## src/rtl/i2c_tgt_pkg.sv

```systemverilog
package i2c_tgt_pkg;
  localparam int BYTE_W = 8;
  localparam int ADDR_W = 7;
  localparam int BIT_CNT_W = 4;

  typedef enum logic [2:0] {
    EN_IDLE,
    EN_RECV,
    EN_HOLD,
    EN_ACK_LO,
    EN_ACK_HI,
    EN_SEND,
    EN_MACK,
    EN_SKIP
  } eng_state_e;
endpackage

```

## src/rtl/i2c_tgt_sync.sv

```systemverilog
module i2c_tgt_sync #(
  parameter int STAGES = 2
) (
  input  logic clk,
  input  logic rst_n,
  input  logic scl_in,
  input  logic sda_in,
  output logic scl_s,
  output logic sda_s,
  output logic scl_rise,
  output logic scl_fall,
  output logic start_det,
  output logic stop_det
);
  logic [STAGES-1:0] scl_pipe;
  logic [STAGES-1:0] sda_pipe;
  logic scl_q, sda_q;

  for (genvar g = 0; g < STAGES; g++) begin : g_stage
    if (g == 0) begin : g_first
      always_ff @(posedge clk or negedge rst_n) begin
        if (!rst_n) begin
          scl_pipe[0] <= 1'b1;
          sda_pipe[0] <= 1'b1;
        end else begin
          scl_pipe[0] <= scl_in;
          sda_pipe[0] <= sda_in;
        end
      end
    end else begin : g_next
      always_ff @(posedge clk or negedge rst_n) begin
        if (!rst_n) begin
          scl_pipe[g] <= 1'b1;
          sda_pipe[g] <= 1'b1;
        end else begin
          scl_pipe[g] <= scl_pipe[g-1];
          sda_pipe[g] <= sda_pipe[g-1];
        end
      end
    end
  end

  assign scl_s = scl_pipe[STAGES-1];
  assign sda_s = sda_pipe[STAGES-1];

  always_ff @(posedge clk or negedge rst_n) begin
    if (!rst_n) begin
      scl_q <= 1'b1;
      sda_q <= 1'b1;
    end else begin
      scl_q <= scl_s;
      sda_q <= sda_s;
    end
  end

  assign scl_rise  = scl_s & ~scl_q;
  assign scl_fall  = ~scl_s & scl_q;
  assign start_det = scl_s & scl_q & sda_q & ~sda_s;
  assign stop_det  = scl_s & scl_q & ~sda_q & sda_s;
endmodule

```

## src/rtl/i2c_tgt_stretch_tmr.sv

```systemverilog
module i2c_tgt_stretch_tmr #(
  parameter int STR_W = 16
) (
  input  logic             clk,
  input  logic             rst_n,
  input  logic             run,
  input  logic [STR_W-1:0] min_len,
  output logic             done
);
  logic [STR_W-1:0] cnt;

  always_ff @(posedge clk or negedge rst_n) begin
    if (!rst_n) cnt <= '0;
    else if (!run) cnt <= '0;
    else if (cnt != {STR_W{1'b1}}) cnt <= cnt + 1'b1;
  end

  assign done = (cnt >= min_len);
endmodule

```

## src/rtl/i2c_tgt_engine.sv

```systemverilog
module i2c_tgt_engine
  import i2c_tgt_pkg::*;
(
  input  logic              clk,
  input  logic              rst_n,
  input  logic [ADDR_W-1:0] own_addr,
  input  logic              scl_s,
  input  logic              sda_s,
  input  logic              scl_rise,
  input  logic              scl_fall,
  input  logic              start_det,
  input  logic              stop_det,
  input  logic              tmr_done,
  output logic              hold_scl,
  output logic              drv_sda,
  output logic              rx_valid,
  input  logic              rx_ready,
  output logic [BYTE_W-1:0] rx_data,
  output logic              rx_first,
  output logic              tx_ready,
  input  logic              tx_valid,
  input  logic [BYTE_W-1:0] tx_data
);
  eng_state_e           state;
  logic [BIT_CNT_W-1:0] bitcnt;
  logic [BYTE_W-1:0]    shreg;
  logic [BYTE_W-1:0]    txsh;
  logic                 is_addr;
  logic                 rd_mode;
  logic                 hs_done;
  logic                 str_ack;
  logic                 mack;
  logic                 byte_done;
  logic                 addr_hit;

  assign byte_done = (bitcnt == BIT_CNT_W'(BYTE_W));
  assign addr_hit  = (shreg[BYTE_W-1:1] == own_addr);

  always_ff @(posedge clk or negedge rst_n) begin
    if (!rst_n) begin
      state    <= EN_IDLE;
      bitcnt   <= '0;
      shreg    <= '0;
      txsh     <= '0;
      is_addr  <= 1'b0;
      rd_mode  <= 1'b0;
      hs_done  <= 1'b0;
      str_ack  <= 1'b0;
      mack     <= 1'b0;
      hold_scl <= 1'b0;
      drv_sda  <= 1'b0;
      rx_valid <= 1'b0;
      rx_data  <= '0;
      rx_first <= 1'b0;
      tx_ready <= 1'b0;
    end else begin
      if (rx_valid && rx_ready) begin
        rx_valid <= 1'b0;
        hs_done  <= 1'b1;
      end
      if (tx_ready && tx_valid) begin
        tx_ready <= 1'b0;
        hs_done  <= 1'b1;
        txsh     <= tx_data;
        if (!str_ack) drv_sda <= ~tx_data[BYTE_W-1];
      end

      if (start_det && state != EN_HOLD) begin
        state    <= EN_RECV;
        bitcnt   <= '0;
        is_addr  <= 1'b1;
        drv_sda  <= 1'b0;
        hold_scl <= 1'b0;
      end else if (stop_det && state != EN_HOLD) begin
        state    <= EN_IDLE;
        drv_sda  <= 1'b0;
        hold_scl <= 1'b0;
      end else begin
        unique case (state)
          EN_IDLE: ;
          EN_RECV: begin
            if (scl_rise) begin
              shreg  <= {shreg[BYTE_W-2:0], sda_s};
              bitcnt <= bitcnt + 1'b1;
            end else if (scl_fall && byte_done) begin
              if (is_addr && !addr_hit) begin
                state <= EN_SKIP;
              end else begin
                state    <= EN_HOLD;
                hold_scl <= 1'b1;
                drv_sda  <= 1'b1;
                str_ack  <= 1'b1;
                hs_done  <= 1'b0;
                if (is_addr) rd_mode <= shreg[0];
                if (is_addr && shreg[0]) begin
                  tx_ready <= 1'b1;
                end else begin
                  rx_valid <= 1'b1;
                  rx_data  <= shreg;
                  rx_first <= is_addr;
                end
              end
            end
          end
          EN_HOLD: begin
            if (hs_done && tmr_done) begin
              hold_scl <= 1'b0;
              if (str_ack) begin
                state <= EN_ACK_LO;
              end else begin
                state  <= EN_SEND;
                bitcnt <= '0;
              end
            end
          end
          EN_ACK_LO: if (scl_rise) state <= EN_ACK_HI;
          EN_ACK_HI: begin
            if (scl_fall) begin
              bitcnt <= '0;
              if (rd_mode) begin
                drv_sda <= ~txsh[BYTE_W-1];
                state   <= EN_SEND;
              end else begin
                drv_sda <= 1'b0;
                is_addr <= 1'b0;
                state   <= EN_RECV;
              end
            end
          end
          EN_SEND: begin
            if (scl_rise) begin
              bitcnt <= bitcnt + 1'b1;
            end else if (scl_fall) begin
              if (byte_done) begin
                drv_sda <= 1'b0;
                state   <= EN_MACK;
              end else begin
                txsh    <= {txsh[BYTE_W-2:0], 1'b0};
                drv_sda <= ~txsh[BYTE_W-2];
              end
            end
          end
          EN_MACK: begin
            if (scl_rise) begin
              mack <= ~sda_s;
            end else if (scl_fall) begin
              if (mack) begin
                state    <= EN_HOLD;
                hold_scl <= 1'b1;
                str_ack  <= 1'b0;
                hs_done  <= 1'b0;
                tx_ready <= 1'b1;
              end else begin
                state <= EN_SKIP;
              end
            end
          end
          EN_SKIP: ;
          default: state <= EN_IDLE;
        endcase
      end
    end
  end

  logic       hold_d;
  logic [1:0] str_per_bit;
  always_ff @(posedge clk or negedge rst_n) begin
    if (!rst_n) begin
      hold_d      <= 1'b0;
      str_per_bit <= '0;
    end else begin
      hold_d <= hold_scl;
      if (scl_rise) str_per_bit <= '0;
      else if (hold_scl && !hold_d && str_per_bit != 2'b11) str_per_bit <= str_per_bit + 1'b1;
    end
  end

  AST_ONE_STRETCH_PER_BYTE: assert property (@(posedge clk) disable iff (!rst_n)
    str_per_bit <= 2'd1);
  AST_STRETCH_IN_LOW: assert property (@(posedge clk) disable iff (!rst_n)
    $rose(hold_scl) |-> !scl_s);
  AST_RX_HELD: assert property (@(posedge clk) disable iff (!rst_n)
    (rx_valid && !rx_ready) |=> (rx_valid && $stable(rx_data) && $stable(rx_first)));
  AST_TX_HELD: assert property (@(posedge clk) disable iff (!rst_n)
    (tx_ready && !tx_valid) |=> tx_ready);
  AST_RELEASE_AFTER_HS: assert property (@(posedge clk) disable iff (!rst_n)
    $fell(hold_scl) |-> (!rx_valid && !tx_ready));
endmodule

```

## src/rtl/i2c_tgt_stretch.sv

```systemverilog
module i2c_tgt_stretch
  import i2c_tgt_pkg::*;
#(
  parameter int STR_W       = 16,
  parameter int SYNC_STAGES = 2
) (
  input  logic              clk,
  input  logic              rst_n,
  input  logic [ADDR_W-1:0] own_addr,
  input  logic [STR_W-1:0]  min_stretch,
  input  logic              scl_i,
  input  logic              sda_i,
  output logic              scl_oe,
  output logic              sda_oe,
  output logic              rx_valid,
  input  logic              rx_ready,
  output logic [BYTE_W-1:0] rx_data,
  output logic              rx_first,
  output logic              tx_ready,
  input  logic              tx_valid,
  input  logic [BYTE_W-1:0] tx_data
);
  logic scl_s, sda_s, scl_rise, scl_fall, start_det, stop_det;
  logic tmr_done, hold_scl, drv_sda;

  i2c_tgt_sync #(.STAGES(SYNC_STAGES)) u_sync (
    .clk(clk), .rst_n(rst_n), .scl_in(scl_i), .sda_in(sda_i),
    .scl_s(scl_s), .sda_s(sda_s), .scl_rise(scl_rise), .scl_fall(scl_fall),
    .start_det(start_det), .stop_det(stop_det)
  );

  i2c_tgt_stretch_tmr #(.STR_W(STR_W)) u_tmr (
    .clk(clk), .rst_n(rst_n), .run(hold_scl), .min_len(min_stretch), .done(tmr_done)
  );

  i2c_tgt_engine u_eng (
    .clk(clk), .rst_n(rst_n), .own_addr(own_addr),
    .scl_s(scl_s), .sda_s(sda_s), .scl_rise(scl_rise), .scl_fall(scl_fall),
    .start_det(start_det), .stop_det(stop_det), .tmr_done(tmr_done),
    .hold_scl(hold_scl), .drv_sda(drv_sda),
    .rx_valid(rx_valid), .rx_ready(rx_ready), .rx_data(rx_data), .rx_first(rx_first),
    .tx_ready(tx_ready), .tx_valid(tx_valid), .tx_data(tx_data)
  );

  assign scl_oe = hold_scl;
  assign sda_oe = drv_sda;

  logic [STR_W:0] hold_len;
  always_ff @(posedge clk or negedge rst_n) begin
    if (!rst_n) hold_len <= '0;
    else if (!hold_scl) hold_len <= '0;
    else if (!(&hold_len)) hold_len <= hold_len + 1'b1;
  end

  AST_MIN_STRETCH: assert property (@(posedge clk) disable iff (!rst_n)
    $fell(hold_scl) |-> (hold_len >= {1'b0, min_stretch}));
  AST_IDLE_AFTER_STOP: assert property (@(posedge clk) disable iff (!rst_n)
    stop_det |=> !sda_oe);
endmodule

```

## config.mk

```make
export PLATFORM = sky130hd
export DESIGN_NAME = i2c_tgt_stretch
export DESIGN_NICKNAME = d
export VERILOG_FILES = /design/src/rtl/i2c_tgt_pkg.sv /design/src/rtl/i2c_tgt_sync.sv /design/src/rtl/i2c_tgt_stretch_tmr.sv /design/src/rtl/i2c_tgt_engine.sv /design/src/rtl/i2c_tgt_stretch.sv
export SDC_FILE = /design/constraint.sdc
export NUM_CORES = 1
export LEC_CHECK = 0
export BUFFER_PORTS_ARGS = -buffer_cell sky130_fd_sc_hd__buf_2
export CAP_MARGIN = 20
export CORE_ASPECT_RATIO = 0.75
export CORE_MARGIN = 10
export CORE_UTILIZATION = 55
export DETAILED_ROUTE_END_ITERATION = 8
export GPL_ROUTABILITY_DRIVEN = 0
export PLACE_DENSITY = 0.82
export SETUP_SLACK_MARGIN = 0.15
export SYNTH_ARGS = -nofsm -noshare
export SYNTH_HDL_FRONTEND = slang
export SYNTH_SLANG_ARGS = --single-unit
```

## constraint.sdc

```tcl
create_clock -name clk -period 2.7 [get_ports clk]
set_input_delay 0.675 -clock clk [delete_from_list [all_inputs] [get_ports clk]]
set_output_delay 0.675 -clock clk [all_outputs]
set_load 0.02 [all_outputs]
```

==> flow_summary.json <==
{
  "status": "completed",
  "yosys-top-cells-count": "dfrtp_1, nor2_1, nand2_1",
  "cp_cell_sequence": "inv_1 -> ha_1 -> nand3b_1 -> nor2_1 -> o221ai_1 -> a211oi_2 -> nand2_1 -> mux2_1",
  "reg2regPathDepth": 8,
  "dpl.cell_count": 505,
  "wirelength_mm": 8.67,
  "grt_pass1_wl_mm": 15.2,
  "fin_setup_tns_ps": 0,
  "yosysTopAreaCell": "dfrtp_1",
  "rsz0062_at_grt": "false",
  "leakagePower_uw": 0.00209,
  "synth_top_area_share_pct": 38.0,
  "synthTopCellsByArea": "dfrtp_1, ha_1, dfstp_2",
  "core-area_sq_um": 6470,
  "diodes": 0,
  "crit_arrival_ps": 2530,
  "cp_max_fo": 7,
  "clock_path_buffers": 2,
  "dr.pass1.iters": 4,
  "timing.fmax_mhz": 433,
  "port_buffers": 49,
  "skew_ps": 7.26,
  "cp-end-kind": "register",
  "finalMaxSlewViolations": 0,
  "die_w_um": 115,
  "dieHeight_um": 91.5,
  "ys_seq_area_share_pct": 42.2,
  "min_period_ps": 2310,
  "yosysWarnings": 0,
  "hold_class": "in2async",
  "r2r_start": "u_eng.bitcnt[0]",
  "overflow": 0,
  "grt_max_degree": 39,
  "drc": 0,
  "syn_area_sq_um": 3750,
  "hpwl_mm": 6.62,
  "cap_violations": 0,
  "drt_first_iter_violations": 228,
  "ctsResizeCount": 0,
  "synth_edf_count": 0,
  "wl_per_cell_um": 16.6,
  "final_cells": 521,
  "worst_pin_slew_ps": 607,
  "fin_crit_sh_pct": 85.5,
  "cp.required_ps": 2920,
  "synth_cell_types": 68,
  "syn_inst": 382,
  "multiInputGateArea_sq_um": 2000,
  "reg2reg_slack_ps": 390,
  "vias": 3082,
  "peakVddDrop_mv": 0.556,
  "ys.flop_type": "dfrtp_1",
  "postSynth.asyncResetShare_pct": 100,
  "finalHoldViolCount": 0,
  "viasPerCell": 5.92,
  "io_pins": 50,
  "finalNetCount": 491,
  "clock_latency_ps": 340,
  "crit_path_start_kind": "register",
  "critPathTopFamily": "simple AND/OR/NAND/NOR gates",
  "synth_most_common_cell": "dfrtp_1",
  "grt_pass1_vias": 3155,
  "reg2reg_to": "u_eng.state[2]",
  "placementRows": 25,
  "cp_slowest_cell": "dfrtp_1",
  "postCtsHoldBufs": 0,
  "antenna_found_initial": 0,
  "area_growth_pct": 14.5,
  "clk_pin_slew_ps": 70,
  "die_area_sq_um": 10600,
  "maxSlewHeadroom_pct": 59.5,
  "synth_fp_nets": 438,
  "start_util_pct": 57.9,
  "drive_gt1_share_pct": 23.0,
  "groute.usage.overall_pct": 17.5,
  "finish.utilization_pct": 66.3,
  "post_cts_buffers": 0,
  "cpPeakStageDelay_ps": 420,
  "ant_nets": 0,
  "synth_seq_cells": 63,
  "path_buf_inv": 1,
  "finalSetupViolCount": 0,
  "cts_tree": "done",
  "cts_root_buf": "clkbuf_8",
  "h-tree-depth": 3,
  "seq_area_sq_um": 1580,
  "cts_sinks": 63,
  "powerDensity_nw_per_um2": 794,
  "crit_type": "reg2reg",
  "syn_avg_cell_area_sq_um": 9.82,
  "numCtsBuffers": 9,
  "n_fill_cell": 507
}
## final cells by class
| cell class | count | area share (%) |
|---|---|---|
| Timing Repair Buffer | 54 | 6.87 |
| Clock inverter | 6 | 1.98 |
| Sequential cell | 63 | 36.9 |
| Tap cell | 81 | 2.36 |
| Multi-Input combinational cell | 281 | 46.7 |
| Inverter | 26 | 2.27 |
| Clock buffer | 10 | 2.97 |
## worst reg2reg max path: cells and delay by family (launching register included)
kind	cells	cell delay (ps)
muxes	1	320
adders and majority gates	1	150
and+or+nand+nor	3	660
buffers and inverters	1	100
DFF	1	420
AOI/OAI and AO/OA	2	540
## kinds of logic after synthesis
family / count (synthesis) / synth area share (%)
AO/OA/AOI/OAI: 85 / 15.8
XOR/XNOR: 18 / 4.20
adder cells (fa/ha/maj): 19 / 6.34
buffers and inverters: 38 / 4.30
flip-flops: 63 / 42.2
multiplexers: 29 / 8.41
AND/OR/NAND/NOR: 130 / 18.7
## flip-flops by register name, indices dropped and copies added, names as in the netlist, 3 cells and up
register       cells
u_tmr.cnt         16
u_eng.bitcnt       4
u_eng.shreg        8
u_eng.rx_data      8
u_eng.state        3
u_eng.txsh         8
## stage by stage
step | setup WS (ps) | power (uW) | instance area [sq um] | hold WS [ps]
detailed placement | 158 | 2510 | 4080 | 347
finish | 392 | 3410 | 4300 | 339
CTS | 418 | 3400 | 4300 | 342
floorplan | 428 | 2210 | 3750 | 345
global route | 268 | 3640 | 4300 | 365
global placement | 275 | 2470 | 4080 | 346
## layer usage
layer / vias up / routed length [um] / track usage (%)
met4: 0 / 146 / 6.11
met3: 17 / 616 / 6.11
li1: 1475 / - / -
met1: 1470 / 3890 / 22.8
met5: - / 0 / 0
met2: 120 / 4010 / 26.2
## layout by cell type, fill, tap and decap left out, types with 3 or more instances in the layout
| master | netlist | layout |
|---|---|---|
| and2_1 | 3 | 3 |
| mux2_2 | 9 | 9 |
| nand2_1 | 31 | 31 |
| buf_4 | 2 | 4 |
| mux2_1 | 11 | 11 |
| clkbuf_8 | 0 | 9 |
| a211oi_2 | 3 | 3 |
| dfrtp_1 | 57 | 57 |
| nand3_1 | 14 | 14 |
| xnor2_1 | 4 | 4 |
| inv_1 | 25 | 25 |
| a21oi_1 | 23 | 23 |
| o21ai_0 | 9 | 9 |
| ha_1 | 19 | 19 |
| a31oi_1 | 9 | 9 |
| xor2_1 | 14 | 14 |
| nand3b_1 | 3 | 3 |
| buf_2 | 3 | 49 |
| nand2b_1 | 10 | 10 |
| dfstp_2 | 6 | 6 |
| mux2i_1 | 9 | 9 |
| o21ai_1 | 10 | 10 |
| nor2_1 | 35 | 35 |
| nand4_1 | 10 | 10 |
| a211oi_1 | 4 | 4 |
| nor2b_1 | 3 | 3 |
## power breakdown
group,switching [uW],internal [uW],leakage [uW]
Combinational,654,509,0.00118
Clock,369,516,0.000102
Sequential,245,1120,0.000811
## how the worst max path moves through the flow
stage	slack, ps	to	from	depth (start not counted)
after floorplan	430	u_eng.bitcnt[3]	min_stretch[15]	9
after global placement	280	u_eng.bitcnt[3]	min_stretch[2]	9
after detailed placement	160	u_eng.bitcnt[3]	min_stretch[15]	9
after CTS	420	u_eng.state[2]	u_eng.bitcnt[0]	8
after global routing	270	u_eng.state[2]	u_eng.bitcnt[0]	8
final	390	u_eng.state[2]	u_eng.bitcnt[0]	8
Power figures use the tool's default switching activity.
